===== src/rtl/wrc_pkg.sv =====
`timescale 1ns/1ps
package wrc_pkg;

  // Controller mode: free running, or parked low after a wait instruction
  typedef enum logic [0:0] {
    WRC_RUN  = 1'b0,
    WRC_WAIT = 1'b1
  } wrc_state_e;

  // Wake requests, active high after inversion at the top level
  typedef struct packed {
    logic abort;
    logic nmi;
    logic irq;
  } wrc_wake_t;

endpackage


===== src/rtl/wrc_sync.sv =====
`timescale 1ns/1ps
module wrc_sync #(
  parameter int   STAGES    = 2,
  parameter logic RESET_VAL = 1'b0
) (
  input  logic clk,
  input  logic rst_n,
  input  logic d,
  output logic q
);

  logic [STAGES-1:0] chain_q;
  logic [STAGES-1:0] chain_d;

  generate
    if (STAGES == 1) begin : g_single
      always_comb chain_d = d;
    end else begin : g_multi
      always_comb chain_d = {chain_q[STAGES-2:0], d};
    end
  endgenerate

  always_ff @(posedge clk or negedge rst_n) begin
    if (!rst_n) begin
      chain_q <= {STAGES{RESET_VAL}};
    end else begin
      chain_q <= chain_d;
    end
  end

  assign q = chain_q[STAGES-1];

endmodule


===== src/rtl/wrc_wait_fsm.sv =====
`timescale 1ns/1ps
module wrc_wait_fsm
  import wrc_pkg::*;
#(
  parameter int SYNC_STAGES = 2
) (
  input  logic      clk,
  input  logic      rst_n,
  input  logic      wai_exec,
  input  wrc_wake_t wake,
  input  logic      irq_mask,
  input  logic      pad_sync,
  output logic      drive_low,
  output logic      take_vec,
  output logic      skip_vec
);

  // Cycles the pad needs to reflect our own pull-down through the synchroniser
  localparam int SETTLE = SYNC_STAGES + 1;
  localparam int CNT_W  = $clog2(SETTLE + 1);
  localparam logic [CNT_W-1:0] SETTLE_C = CNT_W'(SETTLE);
  localparam logic [CNT_W-1:0] ONE_C    = CNT_W'(1);

  wrc_state_e       state_q, state_d;
  logic [CNT_W-1:0] cnt_q, cnt_d;
  logic             take_q, take_d;
  logic             skip_q, skip_d;
  logic             any_wake;
  logic             vec_wake;
  logic             settled;

  always_comb begin
    any_wake = wake.abort | wake.nmi | wake.irq;
    vec_wake = wake.abort | wake.nmi | (wake.irq & ~irq_mask);
    settled  = (cnt_q == SETTLE_C);
  end

  // Next-state process
  always_comb begin
    state_d = state_q;
    cnt_d   = cnt_q;
    take_d  = 1'b0;
    skip_d  = 1'b0;
    unique case (state_q)
      WRC_RUN: begin
        if (wai_exec) begin
          state_d = WRC_WAIT;
          cnt_d   = '0;
        end
      end
      WRC_WAIT: begin
        if (any_wake) begin
          state_d = WRC_RUN;
          take_d  = vec_wake;
          skip_d  = ~vec_wake;
        end else if (settled && pad_sync) begin
          // line held high by another agent: the wait is defeated
          state_d = WRC_RUN;
        end else if (!settled) begin
          cnt_d = cnt_q + ONE_C;
        end
      end
      default: state_d = WRC_RUN;
    endcase
  end

  // Register process
  always_ff @(posedge clk or negedge rst_n) begin
    if (!rst_n) begin
      state_q <= WRC_RUN;
      cnt_q   <= '0;
      take_q  <= 1'b0;
      skip_q  <= 1'b0;
    end else begin
      state_q <= state_d;
      cnt_q   <= cnt_d;
      take_q  <= take_d;
      skip_q  <= skip_d;
    end
  end

  assign drive_low = (state_q == WRC_WAIT);
  assign take_vec  = take_q;
  assign skip_vec  = skip_q;

endmodule


===== src/rtl/wrc_halt_gen.sv =====
`timescale 1ns/1ps
module wrc_halt_gen (
  input  logic clk,
  input  logic rst_n,
  input  logic pad_sync,
  output logic halt
);

  logic halt_q;
  logic halt_d;

  always_comb halt_d = ~pad_sync;

  // Halt is applied and released only on the falling clock edge
  always_ff @(negedge clk or negedge rst_n) begin
    if (!rst_n) begin
      halt_q <= 1'b0;
    end else begin
      halt_q <= halt_d;
    end
  end

  assign halt = halt_q;

endmodule


===== src/rtl/wrc_ready_ctrl.sv =====
`timescale 1ns/1ps
module wrc_ready_ctrl
  import wrc_pkg::*;
#(
  parameter int SYNC_STAGES = 2,
  parameter int RST_STAGES  = 2
) (
  input  logic clk,
  input  logic rst_n,
  input  logic wai_exec,
  input  logic stp_exec,
  input  logic abort_n,
  input  logic nmi_n,
  input  logic irq_n,
  input  logic irq_mask,
  input  logic pad_level,
  output logic rdy_drive_low,
  output logic rdy_pullup_en,
  output logic core_halt,
  output logic take_vector,
  output logic resume_no_vector
);

  logic      rst_sync_n;
  logic      pad_sync;
  logic      drive_low;
  wrc_wake_t wake;
  logic      unused_stp;

  // The stop strobe is accepted but deliberately has no effect on the line
  assign unused_stp = stp_exec;

  wrc_sync #(
    .STAGES    (RST_STAGES),
    .RESET_VAL (1'b0)
  ) u_rst_sync (
    .clk   (clk),
    .rst_n (rst_n),
    .d     (1'b1),
    .q     (rst_sync_n)
  );

  wrc_sync #(
    .STAGES    (SYNC_STAGES),
    .RESET_VAL (1'b1)
  ) u_pad_sync (
    .clk   (clk),
    .rst_n (rst_sync_n),
    .d     (pad_level),
    .q     (pad_sync)
  );

  always_comb begin
    wake.abort = ~abort_n;
    wake.nmi   = ~nmi_n;
    wake.irq   = ~irq_n;
  end

  wrc_wait_fsm #(
    .SYNC_STAGES (SYNC_STAGES)
  ) u_fsm (
    .clk       (clk),
    .rst_n     (rst_sync_n),
    .wai_exec  (wai_exec),
    .wake      (wake),
    .irq_mask  (irq_mask),
    .pad_sync  (pad_sync),
    .drive_low (drive_low),
    .take_vec  (take_vector),
    .skip_vec  (resume_no_vector)
  );

  wrc_halt_gen u_halt (
    .clk      (clk),
    .rst_n    (rst_sync_n),
    .pad_sync (pad_sync),
    .halt     (core_halt)
  );

  // Open-drain drive; the pull-up is off while pulling low
  assign rdy_drive_low = drive_low & rst_n;
  assign rdy_pullup_en = ~rdy_drive_low;

endmodule


===== config.mk =====
export PLATFORM = sky130hd
export DESIGN_NAME = wrc_ready_ctrl
export DESIGN_NICKNAME = d
export VERILOG_FILES = /design/src/rtl/wrc_pkg.sv /design/src/rtl/wrc_sync.sv /design/src/rtl/wrc_wait_fsm.sv /design/src/rtl/wrc_halt_gen.sv /design/src/rtl/wrc_ready_ctrl.sv
export SDC_FILE = /design/constraint.sdc
export NUM_CORES = 1
export LEC_CHECK = 0
export ABC_CLOCK_PERIOD_IN_PS = 2450
export BUFFER_PORTS_ARGS = -buffer_cell sky130_fd_sc_hd__buf_4
export CORE_AREA = 2 2 39 41
export DETAILED_ROUTE_END_ITERATION = 7
export DIE_AREA = 0 0 41 43
export PLACE_DENSITY_LB_ADDON = 0.15
export SETUP_SLACK_MARGIN = 0.02
export SLEW_MARGIN = 20
export SYNTH_ARGS = -nofsm -noshare
export SYNTH_HDL_FRONTEND = slang
export SYNTH_SLANG_ARGS = --single-unit

===== constraint.sdc =====
create_clock -name clk -period 2.45 [get_ports clk]
set_clock_uncertainty 0.1 [all_clocks]
set_input_delay 0.735 -clock clk [delete_from_list [all_inputs] [get_ports clk]]
set_output_delay 0.735 -clock clk [all_outputs]
set_load 0.01 [all_outputs]

After elaboration in Yosys (flattened, before gate mapping). Index checks and enable logic that the tools add are counted.

Add/sub/neg operators: 1. Equal/unequal tests: 5. Muxes and demuxes: 13. Bitwise operators: 13. Reductions and logical operators: 2.

Operators with widths (count): 2-bit two-way mux (4); 2-bit inequality test (second input constant) (4); 1-bit NOT (8); 1-bit two-way mux (7); 2-bit case mux with 2 select lines (1); 4-bit AND reduction (1); 1-bit OR (3); 2-bit by 1-bit adder with 2-bit output (second input constant) (1); 1-bit bitwise AND (2); 2-bit equality test (second input constant) (1); 1-bit case mux with 2 select lines (1); 1-bit logical AND (1).

Register bits after elaboration: 10. Bits of input ports: 9. Output and inout bits: 5. Word-level logic and storage cells: 41.

Depth between registers and ports, before layout.
Depth in word-level cells: 6. Depth in mapped cells: 4. Gate-level depth less buffers: 4.

Modules after synthesis. Synthesis repeated with hierarchy kept, for this count alone.

Cells, all modules: 36. Area, all modules: 411.6 um^2.

By module, submodules not included: wrc_wait_fsm (instances 1, cells each 24, area each 255.2 um^2, sequential area each 125.1 um^2); wrc_sync (u_pad_sync) (instances 1, cells each 2, area each 52.6 um^2, sequential area each 52.6 um^2); wrc_sync (u_rst_sync) (instances 1, cells each 2, area each 50.0 um^2, sequential area each 50.0 um^2); wrc_halt_gen (instances 1, cells each 2, area each 28.8 um^2, sequential area each 25.0 um^2); wrc_ready_ctrl (instances 1, cells each 6, area each 25.0 um^2, sequential area each 0.0 um^2).

==> flow_summary.yaml <==
run:
  drv_cap: 0
detailed_routing:
  wl_um: 698
  via_per_inst: 4.51
  detail-route-antenna-nets: 0
  vias: 284
  avgRoutedWirePerCell_um: 11.1
  drt-initial-drc-count: 1
  firstDrtPassIters: 4
  drc: 0
setup_path:
  worstPathArrival_ps: 1990
  path_class: "flip-flop to output pin"
  slowest_delay_ps: 380
  crit_family: "flip-flops"
  path_max_fanout: 1
  worstPathBufferInverterCount: 1
  end_kind: "output pin"
  cp-start-kind: "flip-flop"
  path_cells: "buf_4"
  cp_slowest_cell: "dfrtn_1"
  critPathRequiredTime_ps: 1620
final_layout:
  final_layout_size_suffix_gt1_share_pct: 44.7
  nets: 58
  utilization_pct: 38.2
  areaGrowthSynthToFinish_pct: 36.6
  antenna_cells: 0
die:
  die_w_um: 41
  fp.dieH_um: 43
  start_util_pct: 27.9
  core_mm2: 0.00138
  dieArea_mm2: 0.00176
  num_io_pins: 14
  core.rowCount: 14
cts:
  clock_path_buffers: 2
  clk_latency_ps: 260
  cts_num_sinks: 10
  cts_buffers: 3
  clkTransAtPathRegs_ps: 70
  postCtsHoldBufs: 0
  htreeDepth: 1
  cts_tree: "built"
  clock_tree.root_cell: "clkbuf_4"
placed_design:
  port_buffers: 12
  dpl.hpwl_um: 553
  gp_congestion: 0.625
pwr:
  irDropWorstVdd_mv: 0.297
  p_total_uw: 370
  p_leak_uw: 0.000268
  pwr_density_cell_mw_per_mm2: 701
synthesis:
  avgSynthCellArea_um2: 12.1
  seq_area_frac_synth_pct: 65.4
  syn-cell-area_um2: 387
  synthDistinctLibCells: 19
  synthAdderAreaFrac_pct: 3.24
  synthMuxAreaShare_pct: 0
  synth_warnings: 0
  ys_ff_latch: 10
  syn_nets: 42
  synth_top_family_by_area: "simple AND/OR/NAND/NOR gates"
  synth_xor_area_share_pct: 2.27
  synth_compound_area_share_pct: 10.0
  synth_cells: 32
  synth_simple_gate_area_share_pct: 14.9
timing:
  setup_slack_ps: -375
  setup_viol: 1
  slew_viol_final: 0
  hold_violations: 0
  grt_setup_unrepaired: "yes"
global_routing:
  first_global_vias: 264
  grtUsageTotal_pct: 9.28
  grt_overflow: 0
  grt_max_degree: 10
  antenna_found_initial: 0
  grt_pass1_wl_um: 1060
status:
  violations: "negative setup slack"
  status: "finished, violations left"
worst_hold_path:
  hold_class: "flip-flop to asynchronous set/reset pin"
cells in the final DEF (no fill, tap or decap):
master,instances
nand3_1,1
nor2_1,2
ha_1,1
inv_1,2
dfrtp_1,7
clkbuf_8,1
nor3_1,1
clkbuf_4,3
xnor2_1,1
nand2_1,5
dfrtn_1,1
dfstp_2,2
nor2b_1,1
o21a_1,1
o211ai_1,1
buf_4,12
a22o_2,1
a31o_2,1
nand4b_2,1
conb_1,1
a21oi_1,1
cell usage after synthesis:
cell type / count / share of area (%)
xnor2_1: 1 / 2.3
nand3_1: 1 / 1.3
dfrtn_1: 1 / 6.5
dfstp_2: 2 / 14
buf_2: 1 / 1.3
nor2_1: 2 / 1.9
o21a_1: 1 / 1.9
a21oi_1: 1 / 1.3
nand4b_2: 1 / 3.9
nand2_1: 5 / 4.9
nor2b_1: 1 / 1.6
conb_1: 1 / 0.97
nor3_1: 1 / 1.3
dfrtp_1: 7 / 45
a22o_2: 1 / 2.6
o211ai_1: 1 / 1.9
a31o_2: 1 / 2.3
ha_1: 1 / 3.2
inv_1: 2 / 1.9
stage by stage:
stage	instance area, um2	hold WS [ps]	instances	setup TNS [ps]	worst slack (ps)
floorplan	387	-6.91	32	-22.2	-22.2
global placement	492	23.1	59	-83.8	-83.8
detailed placement	492	39.7	59	-94.0	-94.0
CTS	528	40.9	63	-387	-387
global route	528	61.8	63	-407	-407
finish	528	26.4	63	-375	-375
logic make-up (layout without fill, tap and decap cells):
logic type / Yosys count / in the layout
compound gates: 5 / 5
xor+xnor: 1 / 1
fa+ha+maj: 1 / 1
buf+inv: 3 / 18
flops: 10 / 10
other cells: 1 / 1
simple gates: 11 / 11
power breakdown:
group          leakage (uW)  internal [uW]  switching [uW]
combinational      0.000125           21.9            15.9
clock             0.0000210           90.2            56.2
sequential         0.000122            176            9.75
total              0.000268            288            81.9
sequential cells by signal, indices dropped and copies added, names as in the netlist:
signal / flops
u_halt.halt: 1
u_fsm.drive_low: 1
u_pad_sync.chain_q: 2
u_fsm.take_vec: 1
u_fsm.skip_vec: 1
u_rst_sync.chain_q: 2
u_fsm.cnt_q: 2
area by class of cell:
type	instances	area [um2]
inverters	2	7.51
multi-input cells	19	121
fillers	150	856
flip-flops and latches	10	253
well taps	16	20.0
clock buffers	4	36.3
repair buffers	12	90.1
layer usage:
metal,track usage (%),vias to the layer above,routed length [um]
met5,0,-,0
met4,6.00,0,0
met3,3.14,0,80
met2,14.4,13,340
met1,10.1,135,277
li1,-,136,-
worst paths after layout:
path / slack (ps) / start / endpoint / cells after the start
max in group asynchronous: 840 / u_rst_sync.chain_q[1] / u_halt.halt / 0
min in group clk: 260 / u_pad_sync.chain_q[0] / u_pad_sync.chain_q[1] / 0
worst max register to register: 430 / u_pad_sync.chain_q[1] / u_halt.halt / 1
worst max-delay path: -370 / u_halt.halt / core_halt / 1
worst min-delay path: 30 / u_rst_sync.chain_q[1] / u_fsm.cnt_q[0] / 0
worst min register to register: 30 / u_rst_sync.chain_q[1] / u_fsm.cnt_q[0] / 0
what timing repair did:
item / CTS / global route
gates resized for setup: 0 / 0
setup buffers: 0 / 0
setup endpoints to repair: 1 / 1
pin swaps: 0 / 0
Note: power is estimated with default switching activity, not from simulation.
